`config.mk`:
```
export PLATFORM = sky130hd
export DESIGN_NAME = dual_lane_deser
export DESIGN_NICKNAME = d
export VERILOG_FILES = /design/src/rtl/dlds_pkg.sv /design/src/rtl/dlds_lane_shift.sv /design/src/rtl/dlds_slot_count.sv /design/src/rtl/dlds_frame_timer.sv /design/src/rtl/dlds_frame_fsm.sv /design/src/rtl/dual_lane_deser.sv
export SDC_FILE = /design/constraint.sdc
export NUM_CORES = 1
export LEC_CHECK = 0
export ABC_AREA = 1
export BUFFER_PORTS_ARGS = -buffer_cell sky130_fd_sc_hd__buf_2
export CAP_MARGIN = 0
export CORE_ASPECT_RATIO = 2
export CORE_MARGIN = 2
export CORE_UTILIZATION = 59
export CTS_CLUSTER_DIAMETER = 100
export DETAILED_ROUTE_END_ITERATION = 12
export GPL_TIMING_DRIVEN = 0
export HOLD_SLACK_MARGIN = 0.05
export PLACE_DENSITY_LB_ADDON = 0.08
export RECOVER_POWER = 25
export REMOVE_ABC_BUFFERS = 1
export SYNTH_ARGS = -nofsm -noshare
export SYNTH_HDL_FRONTEND = slang
export SYNTH_SLANG_ARGS = --single-unit
```
`constraint.sdc`:
```
create_clock -name clk -period 1.9 [get_ports clk]
set_input_delay 0.38 -clock clk [delete_from_list [all_inputs] [get_ports clk]]
set_output_delay 0.38 -clock clk [all_outputs]
set_load 0.02 [all_outputs]
```
`src/rtl/dlds_pkg.sv`:
```
package dlds_pkg;

   typedef enum logic [1:0] {
      PH_IDLE = 2'd0,
      PH_FNUM = 2'd1,
      PH_DLEN = 2'd2,
      PH_DATA = 2'd3
   } phase_e;

   typedef struct packed {
      logic resync;
      logic overrun;
      logic expired;
   } fault_t;

   localparam int unsigned LANES = 2;

endpackage

```
`src/rtl/dlds_lane_shift.sv`:
```
module dlds_lane_shift #(
   parameter int unsigned W         = 16,
   parameter bit          MSB_FIRST = 1'b1
) (
   input  logic         clk,
   input  logic         rst_n,
   input  logic         shift_en,
   input  logic         bit_in,
   output logic [W-1:0] word_o
);

   logic [W-1:0] sr_q;

   generate
      if (MSB_FIRST) begin : g_msb
         always_ff @(posedge clk or negedge rst_n) begin
            if (!rst_n)        sr_q <= '0;
            else if (shift_en) sr_q <= {sr_q[W-2:0], bit_in};
         end
      end else begin : g_lsb
         always_ff @(posedge clk or negedge rst_n) begin
            if (!rst_n)        sr_q <= '0;
            else if (shift_en) sr_q <= {bit_in, sr_q[W-1:1]};
         end
      end
   endgenerate

   assign word_o = sr_q;

   // without a strobe the window must not move
   assert_hold_window_R2: assert property (@(posedge clk) disable iff (!rst_n)
      !shift_en |=> $stable(sr_q));

endmodule

```
`src/rtl/dlds_slot_count.sv`:
```
module dlds_slot_count #(
   parameter int unsigned W = 16
) (
   input  logic clk,
   input  logic rst_n,
   input  logic restart,
   input  logic active,
   input  logic tick,
   output logic slot_done
);

   localparam int unsigned CW = (W > 2) ? $clog2(W) : 1;
   localparam logic [CW-1:0] LAST = CW'(W - 1);

   logic [CW-1:0] cnt_q;

   assign slot_done = active && tick && (cnt_q == LAST);

   always_ff @(posedge clk or negedge rst_n) begin
      if (!rst_n)                 cnt_q <= '0;
      else if (restart || !active) cnt_q <= '0;
      else if (tick)               cnt_q <= slot_done ? '0 : cnt_q + CW'(1);
   end

   // package boundaries are at least one bit apart
   assert_slot_spacing_R4: assert property (@(posedge clk) disable iff (!rst_n)
      slot_done |=> !slot_done);

endmodule

```
`src/rtl/dlds_frame_timer.sv`:
```
module dlds_frame_timer #(
   parameter int unsigned LIMIT = 11520
) (
   input  logic clk,
   input  logic rst_n,
   input  logic clear,
   input  logic run,
   output logic expired
);

   localparam int unsigned TW = $clog2(LIMIT + 1);
   localparam logic [TW-1:0] END_VAL = TW'(LIMIT - 1);

   logic [TW-1:0] cnt_q;

   assign expired = run && (cnt_q == END_VAL);

   always_ff @(posedge clk or negedge rst_n) begin
      if (!rst_n)              cnt_q <= '0;
      else if (clear || !run)  cnt_q <= '0;
      else                     cnt_q <= cnt_q + TW'(1);
   end

   // the count never passes the limit while a frame is open
   assert_timer_bound_R9: assert property (@(posedge clk) disable iff (!rst_n)
      run |-> (cnt_q <= END_VAL));

endmodule

```
`src/rtl/dlds_frame_fsm.sv`:
```
module dlds_frame_fsm
   import dlds_pkg::*;
#(
   parameter int unsigned     W        = 16,
   parameter logic [W-1:0]    HDR_PAT  = 16'h5555,
   parameter logic [W-1:0]    TRL_PAT  = 16'h8001,
   parameter int unsigned     MAX_PKTS = 574
) (
   input  logic           clk,
   input  logic           rst_n,
   input  logic           tick,
   input  logic [W-1:0]   word0,
   input  logic [W-1:0]   word1,
   input  logic           slot_done,
   input  logic           expired,
   output logic           active,
   output logic           restart,
   output logic           beat_vld,
   output logic [2*W-1:0] beat_data,
   output logic           beat_sof,
   output logic           beat_eof,
   output fault_t         faults
);

   localparam int unsigned PCW = $clog2(MAX_PKTS + 1);
   localparam logic [PCW-1:0] PKT_LIMIT = PCW'(MAX_PKTS);

   phase_e          phase_q, phase_d;
   logic [PCW-1:0]  pcnt_q, pcnt_d;
   logic            hdr_both, trl_both;
   logic            b_vld, b_sof, b_eof;
   fault_t          flt_d;

   logic            vld_q, sof_q, eof_q;
   logic [2*W-1:0]  data_q;
   fault_t          flt_q;

   assign hdr_both = (word0 == HDR_PAT) && (word1 == HDR_PAT);
   assign trl_both = (word0 == TRL_PAT) && (word1 == TRL_PAT);
   assign active   = (phase_q != PH_IDLE);

   always_comb begin
      phase_d = phase_q;
      pcnt_d  = pcnt_q;
      b_vld   = 1'b0;
      b_sof   = 1'b0;
      b_eof   = 1'b0;
      flt_d   = '0;
      restart = 1'b0;
      if (phase_q == PH_IDLE) begin
         if (tick && hdr_both) begin
            b_vld   = 1'b1;
            b_sof   = 1'b1;
            phase_d = PH_FNUM;
            pcnt_d  = '0;
            restart = 1'b1;
         end
      end else if (expired) begin
         flt_d.expired = 1'b1;
         phase_d       = PH_IDLE;
      end else if (slot_done) begin
         if (hdr_both) begin
            flt_d.resync = 1'b1;
            b_vld        = 1'b1;
            b_sof        = 1'b1;
            phase_d      = PH_FNUM;
            pcnt_d       = '0;
            restart      = 1'b1;
         end else if (pcnt_q == PKT_LIMIT) begin
            flt_d.overrun = 1'b1;
            phase_d       = PH_IDLE;
         end else begin
            b_vld  = 1'b1;
            pcnt_d = pcnt_q + PCW'(1);
            unique case (phase_q)
               PH_FNUM: phase_d = PH_DLEN;
               PH_DLEN: phase_d = PH_DATA;
               PH_DATA: begin
                  if (trl_both) begin
                     b_eof   = 1'b1;
                     phase_d = PH_IDLE;
                  end
               end
               default: phase_d = PH_IDLE;
            endcase
         end
      end
   end

   always_ff @(posedge clk or negedge rst_n) begin
      if (!rst_n) begin
         phase_q <= PH_IDLE;
         pcnt_q  <= '0;
         vld_q   <= 1'b0;
         sof_q   <= 1'b0;
         eof_q   <= 1'b0;
         data_q  <= '0;
         flt_q   <= '0;
      end else begin
         phase_q <= phase_d;
         pcnt_q  <= pcnt_d;
         vld_q   <= b_vld;
         sof_q   <= b_sof;
         eof_q   <= b_eof;
         flt_q   <= flt_d;
         if (b_vld) data_q <= {word1, word0};
      end
   end

   assign beat_vld  = vld_q;
   assign beat_data = data_q;
   assign beat_sof  = sof_q;
   assign beat_eof  = eof_q;
   assign faults    = flt_q;

   // a closing beat leaves the machine idle
   assert_eof_idle_R6: assert property (@(posedge clk) disable iff (!rst_n)
      eof_q |-> (phase_q == PH_IDLE));

   // a resync leaves the machine expecting a frame number
   assert_resync_fnum_R7: assert property (@(posedge clk) disable iff (!rst_n)
      flt_q.resync |-> (phase_q == PH_FNUM));

   // an overrun always abandons the frame
   assert_overrun_idle_R8: assert property (@(posedge clk) disable iff (!rst_n)
      flt_q.overrun |-> (phase_q == PH_IDLE));

   // the package count never passes the limit
   assert_pcnt_bound_R8: assert property (@(posedge clk) disable iff (!rst_n)
      pcnt_q <= PKT_LIMIT);

endmodule

```
`src/rtl/dual_lane_deser.sv`:
```
module dual_lane_deser
   import dlds_pkg::*;
#(
   parameter int unsigned      PKT_W     = 16,
   parameter logic [PKT_W-1:0] HDR_PAT   = 16'h5555,
   parameter logic [PKT_W-1:0] TRL_PAT   = 16'h8001,
   parameter int unsigned      MAX_PKTS  = 574,
   parameter int unsigned      TIMEOUT   = 11520,
   parameter bit               MSB_FIRST = 1'b1
) (
   input  logic                 clk,
   input  logic                 rst_n,
   input  logic                 bit_vld,
   input  logic                 bit_ch0,
   input  logic                 bit_ch1,
   output logic                 pkt_vld,
   output logic [2*PKT_W-1:0]   pkt_data,
   output logic                 pkt_sof,
   output logic                 pkt_eof,
   output logic                 err_resync,
   output logic                 err_overrun,
   output logic                 err_timeout
);

   // elaboration-time parameter checks
   generate
      if (PKT_W < 4) begin : g_bad_width
         $error("PKT_W must be at least 4");
      end
      if (MAX_PKTS < 3) begin : g_bad_limit
         $error("MAX_PKTS must cover frame number, length and trailer");
      end
      if (TIMEOUT < 2 * PKT_W) begin : g_bad_timeout
         $error("TIMEOUT must span at least two packages");
      end
      if (HDR_PAT == TRL_PAT) begin : g_bad_patterns
         $error("HDR_PAT and TRL_PAT must differ");
      end
   endgenerate

   logic [LANES-1:0] lane_bits;
   logic [PKT_W-1:0] lane_word [LANES];
   logic             tick_q;
   logic             slot_done, expired, active, restart;
   fault_t           faults;

   assign lane_bits = {bit_ch1, bit_ch0};

   generate
      for (genvar g = 0; g < LANES; g++) begin : g_lane
         dlds_lane_shift #(
            .W         (PKT_W),
            .MSB_FIRST (MSB_FIRST)
         ) u_shift (
            .clk      (clk),
            .rst_n    (rst_n),
            .shift_en (bit_vld),
            .bit_in   (lane_bits[g]),
            .word_o   (lane_word[g])
         );
      end
   endgenerate

   always_ff @(posedge clk or negedge rst_n) begin
      if (!rst_n) tick_q <= 1'b0;
      else        tick_q <= bit_vld;
   end

   dlds_slot_count #(.W(PKT_W)) u_slot (
      .clk       (clk),
      .rst_n     (rst_n),
      .restart   (restart),
      .active    (active),
      .tick      (tick_q),
      .slot_done (slot_done)
   );

   dlds_frame_timer #(.LIMIT(TIMEOUT)) u_timer (
      .clk     (clk),
      .rst_n   (rst_n),
      .clear   (restart),
      .run     (active),
      .expired (expired)
   );

   dlds_frame_fsm #(
      .W        (PKT_W),
      .HDR_PAT  (HDR_PAT),
      .TRL_PAT  (TRL_PAT),
      .MAX_PKTS (MAX_PKTS)
   ) u_fsm (
      .clk       (clk),
      .rst_n     (rst_n),
      .tick      (tick_q),
      .word0     (lane_word[0]),
      .word1     (lane_word[1]),
      .slot_done (slot_done),
      .expired   (expired),
      .active    (active),
      .restart   (restart),
      .beat_vld  (pkt_vld),
      .beat_data (pkt_data),
      .beat_sof  (pkt_sof),
      .beat_eof  (pkt_eof),
      .faults    (faults)
   );

   assign err_resync  = faults.resync;
   assign err_overrun = faults.overrun;
   assign err_timeout = faults.expired;

   // one-cycle strobe per package pair
   assert_vld_pulse_R4: assert property (@(posedge clk) disable iff (!rst_n)
      pkt_vld |=> !pkt_vld);

   // frame flags only ride on a beat
   assert_flag_on_beat_R10: assert property (@(posedge clk) disable iff (!rst_n)
      (pkt_sof || pkt_eof) |-> pkt_vld);

   // start and end never share a beat
   assert_sof_eof_apart_R10: assert property (@(posedge clk) disable iff (!rst_n)
      !(pkt_sof && pkt_eof));

   // at most one error pulse at a time
   assert_one_error_R10: assert property (@(posedge clk) disable iff (!rst_n)
      $onehot0({err_resync, err_overrun, err_timeout}));

   // the overflowing package is dropped
   assert_overrun_no_beat_R8: assert property (@(posedge clk) disable iff (!rst_n)
      err_overrun |-> !pkt_vld);

   // an abandoned frame emits nothing in that cycle
   assert_timeout_no_beat_R9: assert property (@(posedge clk) disable iff (!rst_n)
      err_timeout |-> !pkt_vld);

endmodule

```
Word-level counts from Yosys, hierarchy flattened
Index checks and enable logic that the tools add are counted.
- add/sub/neg operators: 3
- equal/unequal tests: 14
- mux-type cells: 41
- reductions and logical operators: 15
- operators with widths (kind ; number):
    two-way mux 10 bit ; 6
    equality test 16 x 15 -> 1 bit, second input constant ; 2
    equality test 16 bit, second input constant ; 2
    two-way mux 1 bit ; 20
    two-way mux 2 bit ; 9
    adder 14 x 1 -> 14 bit, second input constant ; 1
    equality test 14 bit, second input constant ; 1
    two-way mux 14 bit ; 1
    two-way mux 4 bit ; 3
    adder 10 x 1 -> 10 bit, second input constant ; 1
    equality test 10 bit, second input constant ; 1
    logical AND 1 bit ; 6
    != test 6 x 2 -> 1 bit, second input constant ; 1
    one-hot mux 2 bit (3 select lines) ; 1
    nonzero test 2 bit ; 3
    adder 4 x 1 -> 4 bit, second input constant ; 1
    equality test 2 bit, second input constant ; 2
    equality test 4 bit, second input constant ; 1
    AND reduction 4 bit ; 1
    two-way mux 3 bit ; 1
    != test 3 x 1 -> 1 bit, second input constant ; 1
    AND reduction 3 bit ; 1
    nonzero test 3 bit ; 1
    equality test 2 x 1 -> 1 bit, second input constant ; 1
    other kinds (5) ; 5
- bits in registers: 101
- input bits: 5
- output and inout bits: 38
- word-level logic and storage cells: 87

Longest topological paths before layout
Gate-level depths: netlist of the first run.
- word-level depth: 9
- gate-level depth with buffers: 14
- mapped depth without buffers: 13

Hierarchy
Synthesis of the first run repeated with hierarchy kept, for this count alone.
- cell total of the unflattened synthesis: 655
- area total of the unflattened synthesis: 5196.2 um^2
- modules (own cells, without submodules) (module ; instances ; cells an instance ; area an instance (um^2) ; sequential area each (um^2)):
    dlds_frame_fsm ; 1 ; 390 ; 2781.4 ; 1251.2
    dlds_lane_shift ; 2 ; 68 ; 684.4 ; 400.4
    dlds_frame_timer ; 1 ; 97 ; 787.0 ; 350.3
    dlds_slot_count ; 1 ; 31 ; 234.0 ; 100.1
    dual_lane_deser ; 1 ; 1 ; 25.0 ; 25.0

Worst setup path after synthesis of the first run
OpenSTA, ideal clock, no wires.
- path type: flip-flop to flip-flop
- from: reg u_fsm.phase_q[0]
- to: reg u_fsm.data_q[10], in the netlist u_fsm.beat_data[10]
- arrival time: 1624 ps
- required time: 1783 ps
- slack: 159 ps
- cell stages (with the launch flop): 13
- path buffers: 2
- clock period less this slack: 1741 ps
- path through: dfrtp_1 -> inv_1 -> ha_1 -> clkbuf_1 -> nor3_1 -> nand2_1 -> inv_1 -> nand2_1 -> nand2_2 -> inv_2 -> buf_2 -> nand2_1 -> nand2_1
- cells in the longest elaborated chain, start to end: 6
- elaborated cells between the ends (all ways): 8
- classes of those cells: mux (3); reduce/logical (5)
- ends and longest elaborated chain (what ; RTL line ; RTL):
    start, declared ; dlds_frame_fsm.sv:28 ; phase_e phase_q, phase_d;
    start signal, assigned ; dlds_frame_fsm.sv:100 ; phase_q <= phase_d;
    nonzero test 2 bit ; dlds_frame_fsm.sv:40 ; assign active = (phase_q != PH_IDLE);
    logical AND 1 bit (2 in series) ; dlds_slot_count.sv:17 ; assign slot_done = active && tick && (cnt_q == LAST);
    two-way mux 1 bit ; dlds_frame_fsm.sv:61 ; end else if (slot_done) begin
    two-way mux 1 bit ; dlds_frame_fsm.sv:58 ; end else if (expired) begin
    two-way mux 1 bit (*) ; dlds_frame_fsm.sv:50 ; if (phase_q == PH_IDLE) begin
    end signal, assigned ; dlds_frame_fsm.sv:106 ; if (b_vld) data_q <= {word1, word0};
    end, declared ; dlds_frame_fsm.sv:35 ; logic [2*W-1:0] data_q;
Mark *: on every way between the ends. The rest lies on a longest branch, timed or not.
A chain may end at the register's enable or synchronous reset.

Worst setup path after layout of the first run
- from: reg u_timer.cnt_q[0]
- to: reg u_fsm.pcnt_q[0]
- cells in the longest elaborated chain, start to end: 4
- ends and longest elaborated chain (what ; RTL line ; RTL):
    start, declared ; dlds_frame_timer.sv:14 ; logic [TW-1:0] cnt_q;
    start signal, assigned ; dlds_frame_timer.sv:21 ; else cnt_q <= cnt_q + TW'(1);
    equality test 14 bit ; dlds_frame_timer.sv:16 ; assign expired = run && (cnt_q == END_VAL);
    logical AND 1 bit ; dlds_frame_timer.sv:16 ;
    != test 2 x 1 -> 1 bit (no source line) ; - ;
    AND reduction 4 bit (no source line) ; - ;
    end signal, assigned ; dlds_frame_fsm.sv:101 ; pcnt_q <= pcnt_d;
    end, declared ; dlds_frame_fsm.sv:29 ; logic [PCW-1:0] pcnt_q, pcnt_d;
Every way passes these cells.

==> out/qor_table.md, run 1 <==
| Group | Item | Value |
|---|---|---|
| logic synthesis | Yosys Warn Count | 0 |
| floorplanning | Die area | 8720 um^2 |
| clock tree | Max Buffers Root-to-Sink | 2 |
| setup path | Depth of the worst register-to-register path | 13 |
| logic synthesis | Top-count cell post-synth | sky130_fd_sc_hd__nand2_1 |
| layout | Area growth from synthesis to layout | 19.6% |
| logic synthesis | Synth Instances | 590 |
| setup path | Worst path max stage delay | 0.38 ns |
| logic synthesis | Leading post-synthesis cells by instance count | 221 x sky130_fd_sc_hd__nand2_1, 101 x sky130_fd_sc_hd__dfrtp_1, 90 x sky130_fd_sc_hd__nor2_1 |
| routing | Wire length per cell after detailed routing | 14.4 um |
| logic synthesis | Dominant cells by area after synthesis | sky130_fd_sc_hd__dfrtp_1 54%, sky130_fd_sc_hd__nand2_1 18%, sky130_fd_sc_hd__nor2_1 7.2% |
| logic synthesis | Register bit total from synthesis | 101 |
| sta | Pins Over Slew Limit | 0 |
| logic synthesis | Number of enable-type register cells in the synthesized netlist | 0 |
| routing | Routed vias | 3927 |
| power and ir drop | P per Cell Area | 818 nW/um^2 |
| sta | Normalized max-slew margin | 21.8% |
| setup path | Largest fanout of any net on the critical path | 6 |
| routing | Via-to-Cell Ratio | 5.25 |
| layout | Ratio of cells with drive above 1 in the final layout | 16.9% |
| sta | Final WS setup | 0.115 ns |
| logic synthesis | Fraction of the mapped netlist area in compound gates | 4.86% |
| floorplanning | Starting utilization of the core area | 59.9% |
| logic synthesis | Number of library cell types mapped by synthesis | 25 |
| logic synthesis | Post-synthesis adder-cell area fraction | 1.87% |
| power and ir drop | Worst supply voltage drop on vdd | 0.972 mV |
| sta | Max Fclk | 560 MHz |
| logic synthesis | Syn avg cell area | 7.95 um^2 |
| placed design | Worst slack, placed | -0.987 ns |
| global route | Pin count of the biggest net entering global routing | 64 |
| routing | Number of routed nets with antenna violations | 0 |
| floorplanning | Top-Level Pins | 43 |
| power and ir drop | Leakage power | 2.90 nW |
| setup path | Nature of the critical path startpoint | flop |
| clock tree | Clock edge transition at the registers on the reported setup and hold paths | 0.07 ns |
| logic synthesis | Synthesized-area fraction occupied by xor and xnor cells | 2.43% |
| routing | Routed wire length on met3 | 479 um |
| logic synthesis | Simple-Gate Fraction of Synth Area | 30.0% |
| clock tree | Worst-skew pair later-pin latency | 0.34 ns |
| logic synthesis | Synth async-reset ratio | 100% |
| layout | Fill cell total of the finished layout | 625 |
| routing | Uppermost routed layer | met4 |
| sta | Number of endpoints failing setup at the final stage | 0 |
| routing | Wire length after detailed routing | 10800 um |
| logic synthesis | Post-Syn Area | 4690 um^2 |
| clock tree | H-tree depth | 3 |
| setup path | CP top delay family | simple AND/OR/NAND/NOR gates |
| sta | Number of endpoints with negative hold slack in the final report | 0 |
| global route | Overall global routing resource usage | 25.5% |
| setup path | Startpoint of the most critical register-to-register path | u_timer.cnt_q[0]$_DFF_PN0_ |
| setup path | Required time worst endpoint | 2.12 ns |
| global route | Antenna violations before repair | 0 |
| hold path | Type of the tightest min-delay check | input pin to async pin |
| layout | Antenna cell count | 0 |
| routing | Initial drt markers | 331 |
| floorplanning | X dimension of the die | 67.0 um |
| setup path | Combined buffer and inverter count along the critical path | 3 |
| power and ir drop | Total power draw | 0.00459 W |
| global route | Vias in the first global route | 3572 |
| clock tree | Sink count of the clock tree | 101 |
| logic synthesis | Proportion of synthesized area in mux cells | 0.480% |
| sta | Worst Clk Skew | 0.00890 ns |
| logic synthesis | Cell taking the most area after synthesis | sky130_fd_sc_hd__dfrtp_1 |
| setup path | Arrival time reported for the critical path endpoint | 2.01 ns |
| floorplanning | Die extent in y | 130 um |
| clock tree | CTS tree | done |
| clock tree | Master cell of the clock root buffer | sky130_fd_sc_hd__clkbuf_16 |
| setup path | CP most frequent cell | sky130_fd_sc_hd__nand2_2 |
| run status | Status | complete, no violations |
| global route | Global-route wire length before repair | 16800 um |
| setup path | Ordered list of cells on the worst path | ha_1 > nand2_1 > inv_1 > nand2_2 > nor2_4 > nand2_2 > nand2_2 > inv_2 > nand2_8 > buf_12 > nand2_4 > nand2_1 > o21ai_0 |
| routing | Post-Route M1 WL | 4520 um |
| setup path | Slowest cell on crit path | sky130_fd_sc_hd__dfrtp_1 |
| logic synthesis | Main combinational cell family by area after synthesis | simple AND/OR/NAND/NOR gates |
| routing | Met2 routed wirelength | 5470 um |
| global route | Total gr overflow | 0 |
| routing | Residual DRC count | 0 |
| floorplanning | Number of cell rows | 46 |
| setup path | End of the worst register-to-register path | u_fsm.pcnt_q[0]$_DFFE_PN0P_ |
| sta | Clock period minus final worst setup slack | 1.78 ns |
| floorplanning | CORE AREA | 7830 um^2 |
| layout | Fin nets | 660 |
| placed design | DPL Wire Length | 6060 um |
| logic synthesis | Top FF cell, synth | sky130_fd_sc_hd__dfrtp_1 |
| setup path | WS Path Type | flop to flop |
| placed design | Port Buffers | 42 |
| setup path | Crit path capture type | flop |
| setup path | FF-to-FF setup slack | 0.12 ns |
| routing | Drt first pass iters | 5 |
| logic synthesis | Proportion of netlist area held by the largest area contributor | 53.9% |
| job | Number of maximum-capacitance constraint violations | 0 |
| sta | Post-route clock period utilization | 93.9% |
| placed design | GPL Wtd Cong | 0.846 |
| logic synthesis | Register area share after synthesis | 53.9% |
| sta | Transition time of the tightest slew-check pin | 1.17 ns |
| clock tree | CTS Buf Count | 9 |
[cell usage in the layout (no fill, tap or decap), drive strengths merged]
master / count
bufinv: 1
clkbuf: 12
buf: 55
nor3: 5
ha: 7
clkinvlp: 1
nor3b: 3
xor2: 8
dfrtp: 101
nor4: 1
nor2: 92
nand4: 7
nand2: 229
xnor2: 5
a21oi: 17
nand3: 21
o21ai: 27
o21a: 1
clkinv: 2
mux2: 2
nand3b: 1
inv: 54
[registers in the layout, summed over array words and instances, names as in the netlist]
name,count
u_fsm.pcnt_q,10
u_fsm.faults,3
u_fsm.phase_q,2
u_timer.cnt_q,14
u_fsm.beat_data,32
u_fsm.beat_vld,1
g_lane.u_shift.word_o,32
u_fsm.beat_eof,1
tick_q,1
u_slot.cnt_q,4
u_fsm.beat_sof,1
[report_power, final]
part           internal [W]  switching, W
Combinational      0.000125      0.000247
Clock               0.00108      0.000756
Sequential          0.00226      0.000122
[how the worst max path moves through the flow]
stage / from / endpoint / slack, ns / cells past startpoint
2_1_floorplan: u_fsm.phase_q[0]$_DFFE_PN0P_ / u_fsm.pcnt_q[8]$_DFFE_PN0P_ / -0.30 / 10
3_3_place_gp: g_lane[1].u_shift.word_o[13]$_DFFE_PN0P_ / u_fsm.beat_data[10]$_DFFE_PN0P_ / -0.90 / 12
3_5_place_dp: u_timer.cnt_q[0]$_DFF_PN0_ / u_fsm.pcnt_q[9]$_DFFE_PN0P_ / -0.99 / 13
4_1_cts: u_timer.cnt_q[0]$_DFF_PN0_ / u_timer.cnt_q[4]$_DFF_PN0_ / 0.01 / 11
5_1_grt: u_timer.cnt_q[0]$_DFF_PN0_ / u_fsm.phase_q[1]$_DFFE_PN0P_ / -0.03 / 12
6_report: u_timer.cnt_q[0]$_DFF_PN0_ / u_fsm.pcnt_q[0]$_DFFE_PN0P_ / 0.12 / 13
[kinds of logic after synthesis]
group / after synthesis
and+or+nand+nor: 353
buffers and inverters: 69
muxes: 2
adders and majority gates: 7
DFF: 101
xor gates and xnor gates: 13
AOI/OAI and AO/OA: 45
[routing by layer]
layer	vias to the layer above	GRT usage, %
met2	111	40.4
met4	0	9.60
met5	-	0
met1	1851	35.0
li1	1946	-
met3	19	4.31
[metrics by stage]
step | TNS [ns] | std cells | hold WS, ns | utilization [%] | cell area [um^2]
finish | 0 | 748 | 0.257 | 71.7 | 5610
global route | -0.0573 | 748 | 0.264 | 71.7 | 5610
CTS | 0 | 732 | 0.0586 | 68.8 | 5390
detailed placement | -37.51 | 711 | 0.425 | 63.1 | 4940
global placement | -93.51 | 710 | 0.447 | 62.7 | 4910
floorplan | -11.11 | 572 | 0.0844 | - | 4580
[worst register-to-register path: cells and delay by family (launching register included)]
family                   cells  cell delay, ns
AO/OA/AOI/OAI                1            0.07
adder cells (fa/ha/maj)      1            0.18
flip-flops                   1            0.38
buffers and inverters        3            0.28
AND/OR/NAND/NOR              8            0.76
[area by class of cell]
cell class / instances / area (um^2) / share of cell area (%)
clock buffers: 11 / 253 / 4.51
clock inverters: 4 / 47.5 / 0.848
inverters: 51 / 208 / 3.70
multi-input cells: 426 / 2050 / 36.6
flip-flops and latches: 101 / 2530 / 45.1
well taps: 96 / 120 / 2.14
repair buffers: 56 / 360 / 6.42
repair inverters: 3 / 36.3 / 0.647
[timing repair]
action	CTS	global route
hold buffers	0	0
setup buffers	2	11
endpoints found under the setup margin	48	61
pin swaps	4	8
gates resized for setup	18	26
gates cloned	4	5
Note: power is estimated with default switching activity, not from simulation.
==> run 2: changes to the inputs <==
clock period = 1.69 ns   (was 1.9 ns; I/O delays follow)
==> run 2 against run 1 <==
- the flow now finishes with violations (setup timing)
- hold slack got worse by 0.038 ns
- die area stayed put
- utilization rose by 6.5 points
- clock power up 14%
- design area is 9.1% higher
- sequential share of layout area down 3.8 points
==> out/qor_table.md, run 2 (synthesis results as in run 1) <==
| Group | Item | Value | vs previous |
|---|---|---|---|
| job | Number of maximum-capacitance constraint violations | 0 | unchanged |
| layout | Utilization of the core after routing | 78.2% | was 71.7% |
| layout | Commonest cells after routing, fill and taps aside | 186 x sky130_fd_sc_hd__nand2_1, 97 x sky130_fd_sc_hd__dfrtp_1, 75 x sky130_fd_sc_hd__nor2_1 | was 214 x sky130_fd_sc_hd__nand2_1, 97 x sky130_fd_sc_hd__dfrtp_1, 86 x sky130_fd_sc_hd__nor2_1 |
| layout | Ratio of cells with drive above 1 in the final layout | 28.3% | was 16.9% |
| sta | Number of endpoints with negative hold slack in the final report | 0 | unchanged |
| setup path | WS Path Type | flop to flop | unchanged |
| clock tree | Max Buffers Root-to-Sink | 2 | unchanged |
| global route | Global-route wire length before repair | 19300 um | was 16800 um |
| layout | Antenna cell count | 0 | unchanged |
| floorplanning | Number of cell rows | 46 | unchanged |
| power and ir drop | Leakage power | 3.11 nW | was 2.90 nW |
| placed design | GPL Wtd Cong | 0.846 | unchanged |
| clock tree | CTS tree | done | unchanged |
| setup path | Slowest cell on crit path | sky130_fd_sc_hd__dfrtp_1 | unchanged |
| sta | Final WS setup | -0.140 ns | was 0.115 ns |
| routing | Routed vias | 4245 | was 3927 |
| floorplanning | X dimension of the die | 67.0 um | unchanged |
| floorplanning | Starting utilization of the core area | 59.9% | unchanged |
| routing | Drt first pass iters | 5 | unchanged |
| clock tree | Worst-skew pair later-pin latency | 0.35 ns | was 0.34 ns |
| run status | Status | finished, violations left | was complete, no violations |
| routing | Wire length after detailed routing | 12900 um | was 10800 um |
| setup path | CP top delay family | simple AND/OR/NAND/NOR gates | unchanged |
| floorplanning | Die extent in y | 130 um | unchanged |
| sta | Normalized max-slew margin | 27.4% | was 21.8% |
| routing | Initial drt markers | 536 | was 331 |
| setup path | CP most frequent cell | sky130_fd_sc_hd__nand2_1 | was sky130_fd_sc_hd__nand2_2 |
| layout | Area growth from synthesis to layout | 30.5% | was 19.6% |
| clock tree | Clock edge transition at the registers on the reported setup and hold paths | 0.07 ns | about the same |
| sta | Clock period minus final worst setup slack | 1.83 ns | was 1.78 ns |
| power and ir drop | P per Cell Area | 874 nW/um^2 | was 818 nW/um^2 |
| clock tree | Master cell of the clock root buffer | sky130_fd_sc_hd__clkbuf_16 | unchanged |
| setup path | Required time worst endpoint | 1.98 ns | was 2.12 ns |
| floorplanning | CORE AREA | 7830 um^2 | unchanged |
| sta | Transition time of the tightest slew-check pin | 1.09 ns | was 1.17 ns |
| setup path | Worst path max stage delay | 0.41 ns | was 0.38 ns |
| hold path | Type of the tightest min-delay check | input pin to flop | was input pin to async pin |
| sta | Final worst hold slack | 0.218 ns | was 0.257 ns |
| routing | Wire length per cell after detailed routing | 16.6 um | was 14.4 um |
| run status | Violations in the final reports | setup timing |  |
| sta | Unrepaired setup endpoints after global routing | true |  |
| sta | Pins Over Slew Limit | 0 | unchanged |
| routing | Residual DRC count | 0 | unchanged |
| sta | Number of endpoints failing setup at the final stage | 45 | was 0 |
| placed design | DPL Wire Length | 6060 um | unchanged |
| global route | Antenna violations before repair | 0 | unchanged |
| routing | Via-to-Cell Ratio | 5.45 | was 5.25 |
| clock tree | CTS Buf Count | 9 | unchanged |
| clock tree | H-tree depth | 3 | unchanged |
| layout | Fin nets | 691 | was 660 |
| global route | Total gr overflow | 0 | unchanged |
| sta | Worst Clk Skew | 0.0107 ns | was 0.00890 ns |
| global route | Overall global routing resource usage | 29.5% | was 25.5% |
| floorplanning | Die area | 8720 um^2 | unchanged |
| placed design | Port Buffers | 42 | unchanged |
| sta | Post-route clock period utilization | 108% | was 93.9% |
| setup path | Combined buffer and inverter count along the critical path | 2 | was 3 |
| sta | Setup Total Neg Slack | -4.79 ns | was 0 ns |
| floorplanning | Top-Level Pins | 43 | unchanged |
| routing | Number of routed nets with antenna violations | 0 | unchanged |
| setup path | Ordered list of cells on the worst path | inv_1 > nand2_1 > nor2_2 > nand2_1 > nor2_2 > nand2_2 > nand2_4 > nand2_8 > buf_12 > nand2_8 > nand2_1 > nand2_1 | was ha_1 > nand2_1 > inv_1 > nand2_2 > nor2_4 > nand2_2 > nand2_2 > inv_2 > nand2_8 > buf_12 > nand2_4 > nand2_1 > o21ai_0 |
| global route | Vias in the first global route | 3987 | was 3572 |
| setup path | Nature of the critical path startpoint | flop | unchanged |
| sta | Max Fclk | 547 MHz | was 560 MHz |
| setup path | Arrival time reported for the critical path endpoint | 2.12 ns | was 2.01 ns |
| placed design | Worst slack, placed | -1.20 ns | was -0.987 ns |
| setup path | Largest fanout of any net on the critical path | 11 | was 6 |
| global route | Pin count of the biggest net entering global routing | 64 | unchanged |
| power and ir drop | Worst supply voltage drop on vdd | 1.09 mV | was 0.972 mV |
| layout | Most common library cell in the layout ignoring fill and taps | sky130_fd_sc_hd__nand2_1 | unchanged |
| clock tree | Sink count of the clock tree | 101 | unchanged |
| setup path | Crit path capture type | flop | unchanged |
run 2: cell type report:
class,instances,area [um^2]
Clock buffer,11,253
Sequential cell,101,2530
Fill cell,526,1710
Tap cell,96,120
Timing Repair inverter,7,76.3
Timing Repair Buffer,80,559
Multi-Input combinational cell,429,2320
Inverter,51,214
Clock inverter,4,47.5
run 2: power breakdown:
| group | internal, W | switching [W] | total, W | leakage [nW] |
|---|---|---|---|---|
| Combinational | 0.000217 | 0.000370 | 0.000588 | 1.63 |
| Clock | 0.00122 | 0.000887 | 0.00210 | 0.147 |
| Sequential | 0.00254 | 0.000122 | 0.00266 | 1.33 |
run 2: final timing paths:
check	slack (ns)	depth (start not counted)	from	end
worst max register to register	-0.14	12	g_lane[0].u_shift.word_o[11]$_DFFE_PN0P_	u_fsm.pcnt_q[4]$_DFFE_PN0P_
worst max-delay path	-0.14	12	g_lane[0].u_shift.word_o[11]$_DFFE_PN0P_	u_fsm.pcnt_q[4]$_DFFE_PN0P_
worst min register to register	0.47	2	u_fsm.beat_data[25]$_DFFE_PN0P_	u_fsm.beat_data[25]$_DFFE_PN0P_
max in group asynchronous	0.16	3	rst_n	g_lane[1].u_shift.word_o[2]$_DFFE_PN0P_
worst min-delay path	0.22	2	bit_ch0	g_lane[0].u_shift.word_o[0]$_DFFE_PN0P_
min in group asynchronous	0.70	2	rst_n	u_fsm.beat_data[26]$_DFFE_PN0P_
run 2: routing by layer:
metal | global-route usage, % | routed length [um]
met4 | 13.6 | 771
met1 | 37.8 | 4920
met3 | 5.17 | 720
met2 | 48.3 | 6490
met5 | 0 | 0
run 2: timing repair:
action	CTS	global route
hold buffers	1	0
setup buffers	31	5
endpoints found under the hold margin	45	0
cloned	11	5
pin swaps	19	14
gates resized for setup	61	59
endpoints found under the setup margin	61	62
run 2: stage by stage:
step / cell area [um^2] / power [W] / instances
finish: 6120 / 0.00535 / 779
CTS: 5820 / 0.00527 / 769
global placement: 4910 / 0.00307 / 710
global route: 6120 / 0.00554 / 779
floorplan: 4580 / 0.00293 / 572
detailed placement: 4940 / 0.00310 / 711
